**src/rtl/cbg_pkg.sv**
```systemverilog
package cbg_pkg;
  typedef enum logic [2:0] {
    BL_ONE   = 3'b000,
    BL_TWO   = 3'b001,
    BL_FOUR  = 3'b010,
    BL_EIGHT = 3'b011,
    BL_PAGE  = 3'b111
  } blen_e;
endpackage

```
**src/rtl/cbg_rst_sync.sv**
```systemverilog
module cbg_rst_sync (
  input  logic clk,
  input  logic rst_n,
  output logic rst_sync_n
);
  logic [1:0] sync_q;

  always_ff @(posedge clk or negedge rst_n) begin
    if (!rst_n) sync_q <= 2'b00;
    else        sync_q <= {sync_q[0], 1'b1};
  end

  assign rst_sync_n = sync_q[1];
endmodule

```
**src/rtl/cbg_len_decode.sv**
```systemverilog
module cbg_len_decode
  import cbg_pkg::*;
#(
  parameter int COL_W = 8
) (
  input  logic [2:0]       code_i,
  input  logic             is_write_i,
  input  logic             single_wr_i,
  output logic [COL_W-1:0] mask_o,
  output logic             full_o
);
  localparam logic [COL_W-1:0] ONE = {{(COL_W-1){1'b0}}, 1'b1};

  always_comb begin
    mask_o = '0;
    full_o = 1'b0;
    if (!(is_write_i && single_wr_i)) begin
      case (blen_e'(code_i))
        BL_TWO, BL_FOUR, BL_EIGHT: mask_o = (ONE << code_i[1:0]) - ONE;
        BL_PAGE: begin
          mask_o = '1;
          full_o = 1'b1;
        end
        default: mask_o = '0;
      endcase
    end
  end
endmodule

```
**src/rtl/cbg_beat_counter.sv**
```systemverilog
module cbg_beat_counter #(
  parameter int COL_W = 8
) (
  input  logic             clk,
  input  logic             rst_n,
  input  logic             load_i,
  input  logic             term_i,
  input  logic             full_i,
  input  logic [COL_W-1:0] mask_i,
  output logic [COL_W-1:0] beat_o,
  output logic             active_o,
  output logic             last_o
);
  localparam logic [COL_W-1:0] ONE = {{(COL_W-1){1'b0}}, 1'b1};

  logic [COL_W-1:0] beat_q, beat_d;
  logic             active_q, active_d;
  logic             cnt_en;
  logic             at_last;

  assign at_last = active_q && !full_i && (beat_q == mask_i);
  assign cnt_en  = load_i || active_q;

  always_comb begin
    beat_d   = beat_q;
    active_d = active_q;
    if (load_i) begin
      beat_d   = '0;
      active_d = 1'b1;
    end else if (active_q) begin
      if (term_i || at_last) active_d = 1'b0;
      else                   beat_d   = beat_q + ONE;
    end
  end

  always_ff @(posedge clk or negedge rst_n) begin
    if (!rst_n) begin
      beat_q   <= '0;
      active_q <= 1'b0;
    end else if (cnt_en) begin
      beat_q   <= beat_d;
      active_q <= active_d;
    end
  end

  assign beat_o   = beat_q;
  assign active_o = active_q;
  assign last_o   = at_last;

  AST_BEAT_IN_RANGE: assert property (@(posedge clk) disable iff (!rst_n)
    (active_q && !full_i) |-> (beat_q <= mask_i));

  AST_BEAT_STARTS_ZERO: assert property (@(posedge clk) disable iff (!rst_n)
    load_i |=> (active_q && beat_q == '0));
endmodule

```
**src/rtl/cbg_col_mapper.sv**
```systemverilog
module cbg_col_mapper #(
  parameter int COL_W = 8
) (
  input  logic [COL_W-1:0] base_i,
  input  logic [COL_W-1:0] beat_i,
  input  logic [COL_W-1:0] mask_i,
  input  logic             ilv_i,
  output logic [COL_W-1:0] col_o
);
  logic [COL_W-1:0] low_seq;
  logic [COL_W-1:0] low_ilv;

  always_comb begin
    low_seq = (base_i + beat_i) & mask_i;
    low_ilv = (base_i ^ beat_i) & mask_i;
    col_o   = (base_i & ~mask_i) | (ilv_i ? low_ilv : low_seq);
  end
endmodule

```
**src/rtl/col_burst_gen.sv**
```systemverilog
module col_burst_gen
  import cbg_pkg::*;
#(
  parameter int COL_W = 8
) (
  input  logic             clk,
  input  logic             rst_n,
  input  logic             start_i,
  input  logic [COL_W-1:0] start_col_i,
  input  logic [2:0]       blen_code_i,
  input  logic             wrap_ilv_i,
  input  logic             is_write_i,
  input  logic             single_wr_i,
  input  logic             term_i,
  output logic [COL_W-1:0] col_o,
  output logic             valid_o,
  output logic             last_o
);
  logic             rst_q_n;
  logic [COL_W-1:0] mask_dec;
  logic             full_dec;
  logic [COL_W-1:0] base_q, mask_q;
  logic             ilv_q, full_q;
  logic [COL_W-1:0] base_d, mask_d;
  logic             ilv_d, full_d;
  logic [COL_W-1:0] beat;
  logic             active;
  logic             last_beat;

  cbg_rst_sync u_rst (
    .clk        (clk),
    .rst_n      (rst_n),
    .rst_sync_n (rst_q_n)
  );

  cbg_len_decode #(.COL_W(COL_W)) u_len (
    .code_i      (blen_code_i),
    .is_write_i  (is_write_i),
    .single_wr_i (single_wr_i),
    .mask_o      (mask_dec),
    .full_o      (full_dec)
  );

  always_comb begin
    base_d = start_col_i;
    mask_d = mask_dec;
    full_d = full_dec;
    ilv_d  = wrap_ilv_i && !full_dec;
  end

  always_ff @(posedge clk or negedge rst_q_n) begin
    if (!rst_q_n) begin
      base_q <= '0;
      mask_q <= '0;
      ilv_q  <= 1'b0;
      full_q <= 1'b0;
    end else if (start_i) begin
      base_q <= base_d;
      mask_q <= mask_d;
      ilv_q  <= ilv_d;
      full_q <= full_d;
    end
  end

  cbg_beat_counter #(.COL_W(COL_W)) u_cnt (
    .clk      (clk),
    .rst_n    (rst_q_n),
    .load_i   (start_i),
    .term_i   (term_i),
    .full_i   (full_q),
    .mask_i   (mask_q),
    .beat_o   (beat),
    .active_o (active),
    .last_o   (last_beat)
  );

  cbg_col_mapper #(.COL_W(COL_W)) u_map (
    .base_i (base_q),
    .beat_i (beat),
    .mask_i (mask_q),
    .ilv_i  (ilv_q),
    .col_o  (col_o)
  );

  assign valid_o = active;
  assign last_o  = last_beat;

  AST_START_COLUMN: assert property (@(posedge clk) disable iff (!rst_q_n)
    start_i |=> (valid_o && col_o == $past(start_col_i)));

  AST_TERM_STOPS: assert property (@(posedge clk) disable iff (!rst_q_n)
    (term_i && !start_i) |=> (!valid_o && !last_o));

  AST_LAST_ENDS: assert property (@(posedge clk) disable iff (!rst_q_n)
    (last_o && !start_i) |=> !valid_o);

  AST_LAST_NEEDS_VALID: assert property (@(posedge clk) disable iff (!rst_q_n)
    last_o |-> valid_o);

  AST_SINGLE_WRITE: assert property (@(posedge clk) disable iff (!rst_q_n)
    (start_i && is_write_i && single_wr_i) |=> last_o);

  AST_UPPER_HELD: assert property (@(posedge clk) disable iff (!rst_q_n)
    (valid_o && !last_o && !start_i && !term_i) |=>
      (valid_o && ((col_o & ~mask_q) == ($past(col_o) & ~mask_q))));

  AST_SEQ_STEP: assert property (@(posedge clk) disable iff (!rst_q_n)
    (valid_o && !ilv_q && !last_o && !start_i && !term_i) |=>
      (col_o == (($past(col_o) & ~mask_q) | (($past(col_o) + 1'b1) & mask_q))));
endmodule

```
**config.mk**
```make
export PLATFORM = sky130hd
export DESIGN_NAME = col_burst_gen
export DESIGN_NICKNAME = d
export VERILOG_FILES = /design/src/rtl/cbg_pkg.sv /design/src/rtl/cbg_rst_sync.sv /design/src/rtl/cbg_len_decode.sv /design/src/rtl/cbg_beat_counter.sv /design/src/rtl/cbg_col_mapper.sv /design/src/rtl/col_burst_gen.sv
export SDC_FILE = /design/constraint.sdc
export NUM_CORES = 1
export LEC_CHECK = 0
export BUFFER_PORTS_ARGS = -buffer_cell sky130_fd_sc_hd__buf_2
export CAP_MARGIN = 20
export CORE_UTILIZATION = 57
export DETAILED_ROUTE_END_ITERATION = 12
export PLACE_DENSITY = 0.8
export REMOVE_ABC_BUFFERS = 1
export SETUP_SLACK_MARGIN = 0.5
export SKIP_LAST_GASP = 1
export SYNTH_ARGS = -nofsm -noshare
export SYNTH_HDL_FRONTEND = slang
export SYNTH_HIERARCHICAL = 1
export SYNTH_SLANG_ARGS = --single-unit
```
**constraint.sdc**
```tcl
create_clock -name clk -period 6.3 [get_ports clk]
set_input_delay 0.63 -clock clk [delete_from_list [all_inputs] [get_ports clk]]
set_output_delay 0.63 -clock clk [all_outputs]
set_load 0.01 [all_outputs]
```
# After elaboration in Yosys (flattened, before gate mapping)
# Cells that the tools add are included.
# classes
add_sub_neg,3
eq_ne,6
shift,1
mux,11
n_bitwise,6
reduce_logical,11
# op_table
operator,n
2-to-1 mux 8 bit,5
AND 8 bit,3
case mux 8 bit (2 select lines),1
adder 8 x 1 -> 8 bit (second input constant),1
adder 8 bit,1
== test 8 bit,1
NOT 8 bit,1
OR 8 bit,1
left shift 1 x 2 -> 8 bit (first input constant),1
subtractor 8 x 1 -> 8 bit (second input constant),1
bitwise XOR 8 bit,1
== test 3 x 2 -> 1 bit (second input constant),2
2-to-1 mux 1 bit,5
logical AND 1 bit,4
== test 3 x 1 -> 1 bit (second input constant),1
== test 3 bit (second input constant),1
AND reduction 3 bit,1
OR reduction 3 bit,1
logical NOT 1 bit,2
logical OR 1 bit,2
inequality test 2 bit (second input constant),1
nonzero test 2 bit,1
# word_totals
ff_bits,29
input_bits,18
out_inout_bits,10
word_cells,45

# Logic depth before layout (Yosys ltp)
# logic_depth
depth_word,7
mapped_depth,8
mapped_depth_nobuf,8

# By module
# The synthesis kept the hierarchy.
# modules_own_cells
mod,instances,cells_per_inst,area_each_um2,seq_area_each_um2
col_burst_gen,1,40,719.4,450.4
cbg_beat_counter,1,58,571.8,225.2
cbg_col_mapper,1,61,420.4,0.0
cbg_len_decode,1,12,93.8,0.0
cbg_rst_sync,1,3,53.8,50.0

# Worst setup path after synthesis
# OpenSTA, ideal clock, no wires.
# synth_timing
path_kind,reg2out
from,register u_cnt.beat_q[0] (netlist: u_cnt/beat_o[0])
to,output port col_o[6]
t_arrival_ns,2.077
required_time_ns,5.670
setup_slack_ns,3.593
stages_incl_launch_ff,9
n_path_buf,0
cell_sequence,dfrtp_1 > ha_1 > inv_1 > fa_1 > or2b_1 > a211oi_1 > a31oi_1 > xnor2_1 > mux2_2
# synth_between
elab_chain_cells,4
# synth_rtl
item,line_no,text
start: declaration,cbg_beat_counter.sv:16,"logic [COL_W-1:0] beat_q, beat_d;"
start signal: assignment,cbg_beat_counter.sv:41,beat_q <= beat_d;
adder 8 bit,cbg_col_mapper.sv:14,low_seq = (base_i + beat_i) & mask_i;
AND 8 bit,cbg_col_mapper.sv:14,
2-to-1 mux 8 bit,cbg_col_mapper.sv:16,col_o = (base_i & ~mask_i) | (ilv_i ? low_ilv : low_seq);
OR 8 bit,cbg_col_mapper.sv:16,
end: declaration,col_burst_gen.sv:15,"output logic [COL_W-1:0] col_o,"
# Every way passes these cells.

# Final worst setup path
# Ends and elaborated chain as after synthesis.

==> flow_summary.yaml <==
outcome:
  status: "finished, final reports clean"
global_route:
  grt_max_degree: 30
  track_usage_pct: 25.0
  gr-total-overflow: 0
  grt_pass1_vias: 1443
  antenna_found_initial: 0
  grt_pass1_wl_um: 6360
yosys:
  ys_async_sr_fraction_pct: 100
  synth_flop_cell: "dfrtp_1"
  yosysTopAreaCell: "dfrtp_1"
  synth_most_common_cell: "dfrtp_1"
  synth-seq-cells: 29
  syn_area_per_cell_um2: 10.7
  syn_inst: 174
  synth_edf_count: 0
  ys_types: 46
  yosysWarningCount: 6
  synth_area_um2: 1860
  yosys.area.top_type_share_pct: 39.0
  ys_seq_area_share_pct: 39.0
  yosys-top-cells-area: "dfrtp_1, mux2_2, mux2_4"
  yosys-top-cells-count: "dfrtp_1, nor2_1, a21oi_1, mux2_2, xnor2_1"
layout:
  final_nets: 229
  drive_above_1_share_pct: 32.5
  syn2layout_area_growth_pct: 10.8
  stdcell_area_um2: 2060
  n_antenna_cell: 0
  fillers: 265
clock_network:
  path_clk_slew_ns: 0.09
  insertion_delay_ns: 0.33
  htreeDepth: 2
  tritoncts: "done"
  numCtsBuffers: 5
  cts_resized: 0
  hold_buffers: 0
  clk_path_buf_depth: 2
  cts.sinks: 29
  post_cts_buffers: 0
  cts_root_buf: "clkbuf_4"
die:
  die_y_um: 59.1
  die_area_um2: 3490
  die_x_um: 59.1
  pin_count: 28
  num_rows: 20
  initial_utilization_pct: 60.4
  coreArea_um2: 3080
route:
  post-route-drc-count: 0
  routed_wl_um: 3700
  ant_nets: 0
  viasPerCell: 5.77
  dr.pass1.iters: 4
  post_drt_wl_per_cell_um: 15.0
  drtIter0Drc: 67
  dr_total_vias: 1425
sta:
  setup_viol: 0
  holdWs_ns: 0.0647
  slew_headroom_pct: 55.1
  slew_violations: 0
  tightest_slew_ns: 0.674
  finalCritPeriodShare_pct: 53.2
  finClkSkew_ns: 0.00825
  fmax_mhz: 298
  fin_crit_ns: 3.35
  tns_ns: 0
  hold_viol: 0
  rsz0062_at_grt: "no"
  setup_ws_ns: 2.95
worst_setup_path:
  end_kind: "output port"
  cp_max_fo: 5
  worstSetupPathType: "reg2out"
  crit_required_ns: 5.67
  cp.arrival_ns: 2.72
  startpoint_type: "flop"
power:
  power.share.combinational_pct: 23.0
  p_sw_share_pct: 30.7
  seqPwrFrac_pct: 51.6
  intPower_uw: 289
  p_per_area_nw_per_um2: 203
  ir_drop_mv: 0.125
  clkPwrFrac_pct: 25.4
  p_switching_uw: 128
  power_uw: 418
  leakagePower_nw: 0.933
place:
  dp_hpwl_um: 2730
  port_buffers: 27
  place_worst_setup_slack_ns: 3.31
  gp_congestion: 0.840
  placed_area_um2: 1980
min_path:
  hp-class: "in2async"
run:
  drv_cap: 0
-- worst paths after layout --
check | start | slack (ns) | end | cells after the start
max in group asynchronous | u_rst/sync_q[1]$_DFF_PN0_ | 5.59 | mask_q[7]$_DFFE_PN0P_ | 1
max reg2reg | u_cnt/beat_o[5]$_DFFE_PN0P_ | 4.38 | u_cnt/beat_o[3]$_DFFE_PN0P_ | 5
min in group clk | u_rst/sync_q[0]$_DFF_PN0_ | 0.37 | u_rst/sync_q[1]$_DFF_PN0_ | 0
min | rst_n | 0.06 | u_rst/sync_q[0]$_DFF_PN0_ | 1
min reg2reg | u_rst/sync_q[1]$_DFF_PN0_ | 0.23 | base_q[3]$_DFFE_PN0P_ | 0
max | u_cnt/beat_o[0]$_DFFE_PN0P_ | 2.95 | col_o[6] | 9
-- registers in the layout (all words and copies together), names as in the netlist --
name / flops
u_rst/sync_q: 2
full_q: 1
mask_q: 8
u_cnt/beat_o: 8
base_q: 8
u_cnt/active_o: 1
ilv_q: 1
-- power groups by stage --
| stage | clock (mW) | combinational [mW] | sequential [mW] |
|---|---|---|---|
| after floorplan | 0 | 0.0630 | 0.216 |
| after global placement | 0 | 0.0870 | 0.220 |
| after detailed placement | 0 | 0.0913 | 0.221 |
| after CTS | 0.108 | 0.0919 | 0.217 |
| after global routing | 0.118 | 0.106 | 0.218 |
| final | 0.106 | 0.0958 | 0.216 |
-- stage by stage --
step	util [%]	std cells
after floorplan	-	167
after global placement	64.3	238
after detailed placement	64.3	238
after CTS	66.0	246
after global routing	66.9	247
final	66.9	247
-- kinds of logic (layout without fill, tap and decap cells) --
family | Yosys count | in the layout | synth area share, %
simple gates | 52 | 52 | 16.6
compound gates | 34 | 34 | 12.0
flops | 29 | 29 | 39.0
mux | 21 | 21 | 14.3
buf+inv | 15 | 44 | 5.32
xor+xnor | 13 | 13 | 6.12
fa+ha+maj | 9 | 9 | 6.46
other cells | 1 | 1 | 0.202
-- critical path, cell delays in order (launching register included) --
cell and delay [ns]:
dfrtp_1 0.44, ha_1 0.24, inv_1 0.07, fa_1 0.38, or2b_1 0.24, a211oi_1 0.31, a31oi_1 0.17, xnor2_1 0.14
mux2_2 0.26, buf_2 0.14
-- cell usage in the layout (no fill, tap or decap), types with 2 or more instances in the layout --
cell / netlist / layout
o31ai_1: 2 / 2
or3_2: 2 / 2
nor3_1: 2 / 2
nand3_1: 4 / 4
mux2_2: 12 / 12
xnor2_1: 12 / 12
and2b_1: 2 / 2
or3_1: 2 / 2
o21ai_0: 7 / 7
nor2b_1: 2 / 2
nand2b_1: 2 / 2
clkbuf_4: 0 / 5
and4_2: 3 / 3
mux2_4: 8 / 8
a21oi_1: 12 / 12
nor2_1: 13 / 13
inv_1: 8 / 8
a31oi_1: 2 / 2
ha_1: 8 / 8
or2b_1: 2 / 2
or4_1: 3 / 3
a211oi_1: 2 / 2
buf_2: 0 / 27
nand2_1: 8 / 8
dfrtp_1: 29 / 29
clkinv_2: 0 / 2
-- area by class of cell --
class                      count  area [um^2]  share of cell area (%)
multi-input combinational    130         1030                    50.2
sequential                    29          726                    35.2
timing repair buffer          28          163                    7.90
tap                           44         55.1                    2.67
clock buffer                   6         41.3                    2.00
inverter                       8         30.0                    1.46
clock inverter                 2         10.0                   0.486
-- metal layers --
layer / vias to the layer above / track usage (%) / wire, um
met5: - / 0 / 0
met4: 0 / 10.9 / 58
met3: 7 / 6.33 / 157
met2: 46 / 45.3 / 1920
met1: 694 / 27.3 / 1560
li1: 678 / - / -
Power figures use the tool's default switching activity.
